File: config.mk
export PLATFORM = sky130hd
export DESIGN_NAME = overlap_scorer
export DESIGN_NICKNAME = d
export VERILOG_FILES = /design/src/rtl/overlap_pkg.sv /design/src/rtl/bit_match_counter.sv /design/src/rtl/column_sequencer.sv /design/src/rtl/result_writer.sv /design/src/rtl/overlap_scorer.sv
export SDC_FILE = /design/constraint.sdc
export NUM_CORES = 1
export LEC_CHECK = 0
export ABC_AREA = 0
export BUFFER_PORTS_ARGS = -buffer_cell sky130_fd_sc_hd__buf_4
export CORE_ASPECT_RATIO = 0.6
export CORE_MARGIN = 10
export CORE_UTILIZATION = 40
export DETAILED_ROUTE_END_ITERATION = 8
export SLEW_MARGIN = 20
export SYNTH_ARGS = -nofsm -noshare
export SYNTH_HDL_FRONTEND = slang
export SYNTH_HIERARCHICAL = 1
export SYNTH_SLANG_ARGS = --single-unit
File: constraint.sdc
create_clock -name clk -period 7.3 [get_ports clk]
set_input_delay 1.46 -clock clk [delete_from_list [all_inputs] [get_ports clk]]
set_output_delay 1.46 -clock clk [all_outputs]
set_load 0.01 [all_outputs]
File: src/rtl/overlap_pkg.sv
package overlap_pkg;
    typedef enum logic [1:0] {
        SEQ_IDLE  = 2'd0,
        SEQ_RUN   = 2'd1,
        SEQ_FLUSH = 2'd2
    } seq_state_e;
endpackage

File: src/rtl/bit_match_counter.sv
module bit_match_counter #(
    parameter int SIZE_W = 11
) (
    input  logic              clk,
    input  logic              rst_n,
    input  logic              load,
    input  logic [SIZE_W-1:0] load_size,
    input  logic              step,
    input  logic              in_bit,
    input  logic              map_bit,
    output logic              wrap,
    output logic [SIZE_W-1:0] score_out,
    output logic [SIZE_W-1:0] size_out
);
    typedef struct packed {
        logic [SIZE_W-1:0] size;
        logic [SIZE_W-1:0] idx;
        logic [SIZE_W-1:0] acc;
    } cnt_t;

    cnt_t cnt_q, cnt_d;
    logic [SIZE_W-1:0] idx_inc;
    logic [SIZE_W-1:0] acc_inc;

    always_comb begin
        cnt_d   = cnt_q;
        idx_inc = cnt_q.idx + SIZE_W'(1);
        acc_inc = cnt_q.acc + SIZE_W'(in_bit & map_bit);
        wrap    = step && (idx_inc == cnt_q.size);
        if (load) begin
            cnt_d.size = load_size;
            cnt_d.idx  = '0;
            cnt_d.acc  = '0;
        end else if (step) begin
            if (wrap) begin
                cnt_d.idx = '0;
                cnt_d.acc = '0;
            end else begin
                cnt_d.idx = idx_inc;
                cnt_d.acc = acc_inc;
            end
        end
    end

    always_ff @(posedge clk or negedge rst_n) begin
        if (!rst_n) cnt_q <= '0;
        else        cnt_q <= cnt_d;
    end

    assign score_out = acc_inc;
    assign size_out  = cnt_q.size;

    assert_no_overflow_R8: assert property (@(posedge clk) disable iff (!rst_n)
        cnt_q.acc <= cnt_q.idx);

    assert_index_below_size_R3: assert property (@(posedge clk) disable iff (!rst_n)
        (cnt_q.size != '0) |-> (cnt_q.idx < cnt_q.size));

    assert_stall_holds_R4: assert property (@(posedge clk) disable iff (!rst_n)
        (!step && !load) |=> ($stable(cnt_q.acc) && $stable(cnt_q.idx)));
endmodule

File: src/rtl/column_sequencer.sv
module column_sequencer
    import overlap_pkg::*;
#(
    parameter int COLS_W = 9,
    parameter int ADDR_W = 10
) (
    input  logic              clk,
    input  logic              rst_n,
    input  logic              start,
    input  logic              size_nz,
    input  logic [COLS_W-1:0] cfg_cols,
    input  logic [ADDR_W-1:0] cfg_base,
    input  logic              wrap,
    output logic              load,
    output logic              run,
    output logic              busy,
    output logic              done,
    output logic [ADDR_W-1:0] col_addr
);
    typedef struct packed {
        seq_state_e        state;
        logic [COLS_W-1:0] cols;
        logic [COLS_W-1:0] col;
        logic [ADDR_W-1:0] addr;
        logic              done;
    } seq_t;

    seq_t seq_q, seq_d;

    always_comb begin
        seq_d      = seq_q;
        seq_d.done = (seq_q.state == SEQ_FLUSH);
        load       = 1'b0;
        unique case (seq_q.state)
            SEQ_IDLE: begin
                if (start && size_nz && (cfg_cols != '0)) begin
                    load        = 1'b1;
                    seq_d.state = SEQ_RUN;
                    seq_d.cols  = cfg_cols;
                    seq_d.col   = '0;
                    seq_d.addr  = cfg_base;
                end
            end
            SEQ_RUN: begin
                if (wrap) begin
                    if (seq_q.col == seq_q.cols - COLS_W'(1)) begin
                        seq_d.state = SEQ_FLUSH;
                    end else begin
                        seq_d.col  = seq_q.col + COLS_W'(1);
                        seq_d.addr = seq_q.addr + ADDR_W'(1);
                    end
                end
            end
            SEQ_FLUSH: seq_d.state = SEQ_IDLE;
            default:   seq_d.state = SEQ_IDLE;
        endcase
    end

    always_ff @(posedge clk or negedge rst_n) begin
        if (!rst_n) begin
            seq_q       <= '0;
            seq_q.state <= SEQ_IDLE;
        end else begin
            seq_q <= seq_d;
        end
    end

    assign run      = (seq_q.state == SEQ_RUN);
    assign busy     = (seq_q.state != SEQ_IDLE);
    assign done     = seq_q.done;
    assign col_addr = seq_q.addr;

    assert_start_ignored_R2: assert property (@(posedge clk) disable iff (!rst_n)
        (start && seq_q.state != SEQ_IDLE) |=> $stable(seq_q.cols));

    assert_col_in_range_R5: assert property (@(posedge clk) disable iff (!rst_n)
        (seq_q.state == SEQ_RUN) |-> (seq_q.col < seq_q.cols));
endmodule

File: src/rtl/result_writer.sv
module result_writer #(
    parameter int ADDR_W = 10,
    parameter int SIZE_W = 11
) (
    input  logic              clk,
    input  logic              rst_n,
    input  logic              wrap,
    input  logic [ADDR_W-1:0] col_addr,
    input  logic [SIZE_W-1:0] score,
    output logic              wr_en,
    output logic [ADDR_W-1:0] wr_addr,
    output logic [SIZE_W-1:0] wr_data
);
    typedef struct packed {
        logic              en;
        logic [ADDR_W-1:0] addr;
        logic [SIZE_W-1:0] data;
    } wr_t;

    wr_t wr_q, wr_d;

    always_comb begin
        wr_d    = wr_q;
        wr_d.en = wrap;
        if (wrap) begin
            wr_d.addr = col_addr;
            wr_d.data = score;
        end
    end

    always_ff @(posedge clk or negedge rst_n) begin
        if (!rst_n) wr_q <= '0;
        else        wr_q <= wr_d;
    end

    assign wr_en   = wr_q.en;
    assign wr_addr = wr_q.addr;
    assign wr_data = wr_q.data;
endmodule

File: src/rtl/overlap_scorer.sv
module overlap_scorer #(
    parameter int MAX_BITS = 1024,
    parameter int MAX_COLS = 256,
    parameter int ADDR_W   = 10,
    localparam int SIZE_W  = $clog2(MAX_BITS + 1),
    localparam int COLS_W  = $clog2(MAX_COLS + 1)
) (
    input  logic              clk,
    input  logic              rst_n,
    input  logic              start,
    input  logic [SIZE_W-1:0] cfg_bits,
    input  logic [COLS_W-1:0] cfg_cols,
    input  logic [ADDR_W-1:0] cfg_base,
    input  logic              bit_valid,
    input  logic              in_bit,
    input  logic              map_bit,
    output logic              wr_en,
    output logic [ADDR_W-1:0] wr_addr,
    output logic [SIZE_W-1:0] wr_data,
    output logic              busy,
    output logic              done
);
    logic              load;
    logic              run;
    logic              step;
    logic              wrap;
    logic [SIZE_W-1:0] score;
    logic [SIZE_W-1:0] size_cur;
    logic [ADDR_W-1:0] col_addr;

    assign step = bit_valid && run;

    bit_match_counter #(.SIZE_W(SIZE_W)) u_counter (
        .clk       (clk),
        .rst_n     (rst_n),
        .load      (load),
        .load_size (cfg_bits),
        .step      (step),
        .in_bit    (in_bit),
        .map_bit   (map_bit),
        .wrap      (wrap),
        .score_out (score),
        .size_out  (size_cur)
    );

    column_sequencer #(.COLS_W(COLS_W), .ADDR_W(ADDR_W)) u_seq (
        .clk      (clk),
        .rst_n    (rst_n),
        .start    (start),
        .size_nz  (cfg_bits != '0),
        .cfg_cols (cfg_cols),
        .cfg_base (cfg_base),
        .wrap     (wrap),
        .load     (load),
        .run      (run),
        .busy     (busy),
        .done     (done),
        .col_addr (col_addr)
    );

    result_writer #(.ADDR_W(ADDR_W), .SIZE_W(SIZE_W)) u_writer (
        .clk      (clk),
        .rst_n    (rst_n),
        .wrap     (wrap),
        .col_addr (col_addr),
        .score    (score),
        .wr_en    (wr_en),
        .wr_addr  (wr_addr),
        .wr_data  (wr_data)
    );

    assert_done_after_write_R7: assert property (@(posedge clk) disable iff (!rst_n)
        done |-> $past(wr_en));

    assert_done_idle_R7: assert property (@(posedge clk) disable iff (!rst_n)
        done |-> !busy);

    assert_score_bound_R8: assert property (@(posedge clk) disable iff (!rst_n)
        wr_en |-> (wr_data <= size_cur));

    assert_no_write_idle_R4: assert property (@(posedge clk) disable iff (!rst_n)
        (!busy && !done) |=> !wr_en);
endmodule

==> impl_metrics.tcl <==
set metrics [dict create \
    cts_buffers 9 \
    wl_per_cell_microns 18.73 \
    postCtsSetupRepairBufs 0 \
    grt_usage_pct 14.71 \
    crit_chain "nand2b_1 > clkinv_1 > and2_1 > buf_4 > nand3_1 > nor3_2 > o2111ai_4 > nor3_2 > and2_0 > nand2_1 > a221o_1" \
    cts_buffer_depth 2 \
    maxCapViolations 0 \
    cp_data_required_time_ns 7.52 \
    routed_wl_microns 14030 \
    cts_tree "built" \
    portBuffers 59 \
    clock-skew-final_ns 0.008399 \
    fmax_ghz 0.2404 \
    cts_root_buf "clkbuf_16" \
    worstPathMaxFanout 45 \
    final_common_cell "dfrtp_1" \
    antenna_found_initial 0 \
    gr-total-overflow 0 \
    worstMarginPinSlew_ns 0.9054 \
    num_vias 4338 \
    syn2layout_area_growth_pct 14.72 \
    syn_inst 537 \
    seqCellArea_sq_um 2152 \
    synth.avg_cell_area_sq_um 10.15 \
    slew_headroom_pct 39.64 \
    vdd_drop_max_mv 0.1101 \
    cp-end-kind "register" \
    postCtsHoldBufs 0 \
    grt_pass1_wl_microns 22750 \
    holdPathStages 1 \
    synth_warnings 6 \
    nFillCells 1193 \
    multi_input_area_sq_um 3025 \
    start_util_pct 41.63 \
    cp_top_family "simple AND/OR/NAND/NOR gates" \
    worst-path-buf-inv 2 \
    core_area_sq_um 13090 \
    place_congestion 0.8430 \
    powerDensity_nw_per_um2 261.7 \
    slowest_delay_ns 0.54 \
    die_h_microns 110.4 \
    hpwl_microns 9905 \
    post-route-min-period_ns 4.160 \
    n_antenna_cell 0 \
    vias_per_cell 5.792 \
    cts-resized-gates 0 \
    final_max_slew_viol_count 0 \
    cp-start-kind "register" \
    drtIter0Drc 331 \
    setup_tns_ns 0 \
    reg2reg_slack_ns 3.14 \
    firstDrtPassIters 5 \
    ant_nets 0 \
    clk_latency_ns 0.34 \
    crit_top_cell "nor3_2" \
    setup_viol 0 \
    grt_max_degree 69 \
    drc_errors 0 \
    row_count 32 \
    final_cell_mix "86 x dfrtp_1, 65 x buf_4, 48 x nand2_1" \
    timing.final.crit_share_pct 56.99 \
    arrival_ns 4.38 \
    synth_nets 579 \
    cts_sinks 86 \
    critPathSlowestCell "dfrtp_1" \
    rsz0062_at_grt "false" \
    drive_gt1_share_pct 25.22 \
    die-area_sq_um 18850 \
    die_x_microns 170.7 \
    p_leak_nw 2.634 \
    min_path_type "register to register" \
    grt_pass1_vias 4208 \
    critPathKind "register to register" \
    h-tree-depth 3 \
    finalPower_mw 1.636 \
    r2r_cells 11 \
    worst-path-stages 11 \
    syn_area_sq_um 5450 \
    clkSlewWorstSetupHoldPaths_ns 0.06 \
    status "complete, no violations" \
    ioPinCount 60 \
    finalNetCount 616 \
    finalHoldViolCount 0 \
]
[worst reg2reg max path, cell delays in order (launching register included)]
cell and delay, ns:
dfrtp_1 0.54, nand2b_1 0.35, clkinv_1 0.28, and2_1 0.16, buf_4 0.33, nand3_1 0.16
nor3_2 0.32, o2111ai_4 0.40, nor3_2 0.40, and2_0 0.34, nand2_1 0.33, a221o_1 0.43
[per-stage QoR]
step | utilization [%] | setup WS, ns | hold slack (ns) | cells | cell area (sq um)
floorplan | - | 3.169 | 0.5004 | 537 | 5450
global placement | 45.21 | 2.989 | 0.4963 | 733 | 5919
detailed placement | 45.21 | 2.878 | 0.4975 | 733 | 5919
CTS | 47.75 | 3.222 | 0.5187 | 749 | 6252
global route | 47.75 | 2.839 | 0.5307 | 749 | 6252
finish | 47.75 | 3.140 | 0.5133 | 749 | 6252
[area by class of cell]
cell class,instances,area share [%]
Multi-Input combinational cell,401,48.39
Sequential cell,86,34.42
Timing Repair Buffer,65,7.805
Clock buffer,12,4.102
Tap cell,170,3.402
Clock inverter,4,1.221
Inverter,11,0.6604
[metal layers]
| metal | GRT usage [%] | vias to the layer above | routed length, microns |
|---|---|---|---|
| met1 | 22.58 | 2133 | 7424 |
| met4 | 3.588 | 0 | 117 |
| met2 | 19.38 | 144 | 5574 |
| li1 | - | 2048 | - |
| met3 | 4.011 | 13 | 910 |
| met5 | 0 | - | 0 |
[final timing paths]
path,start,to
setup / recovery,u_seq/seq_q[29]$_DFFE_PN0P_,u_seq/col_addr[4]$_DFFE_PN0P_
hold / removal,u_writer/wr_data[1]$_DFFE_PN0P_,u_writer/wr_data[1]$_DFFE_PN0P_
setup reg to reg,u_seq/seq_q[29]$_DFFE_PN0P_,u_seq/col_addr[4]$_DFFE_PN0P_
hold reg to reg,u_writer/wr_data[1]$_DFFE_PN0P_,u_writer/wr_data[1]$_DFFE_PN0P_
max in group asynchronous,rst_n,u_counter/cnt_q[21]$_DFFE_PN0P_
min in group asynchronous,rst_n,u_seq/col_addr[7]$_DFFE_PN0P_
[power by group]
part | total [mW] | leakage, nW | switching (mW) | internal [mW]
sequential | 0.648 | 1.07 | 0.110 | 0.538
combinational | 0.479 | 1.40 | 0.254 | 0.226
clock | 0.509 | 0.159 | 0.189 | 0.320
[registers in the layout, summed over array words and instances (netlist names)]
name,cells
u_counter/cnt_q,22
u_writer/wr_addr,10
u_writer/wr_en,1
u_seq/col_addr,10
u_counter/size_out,11
u_seq/done,1
u_seq/seq_q,20
u_writer/wr_data,11
Power figures use the tool's default switching activity.
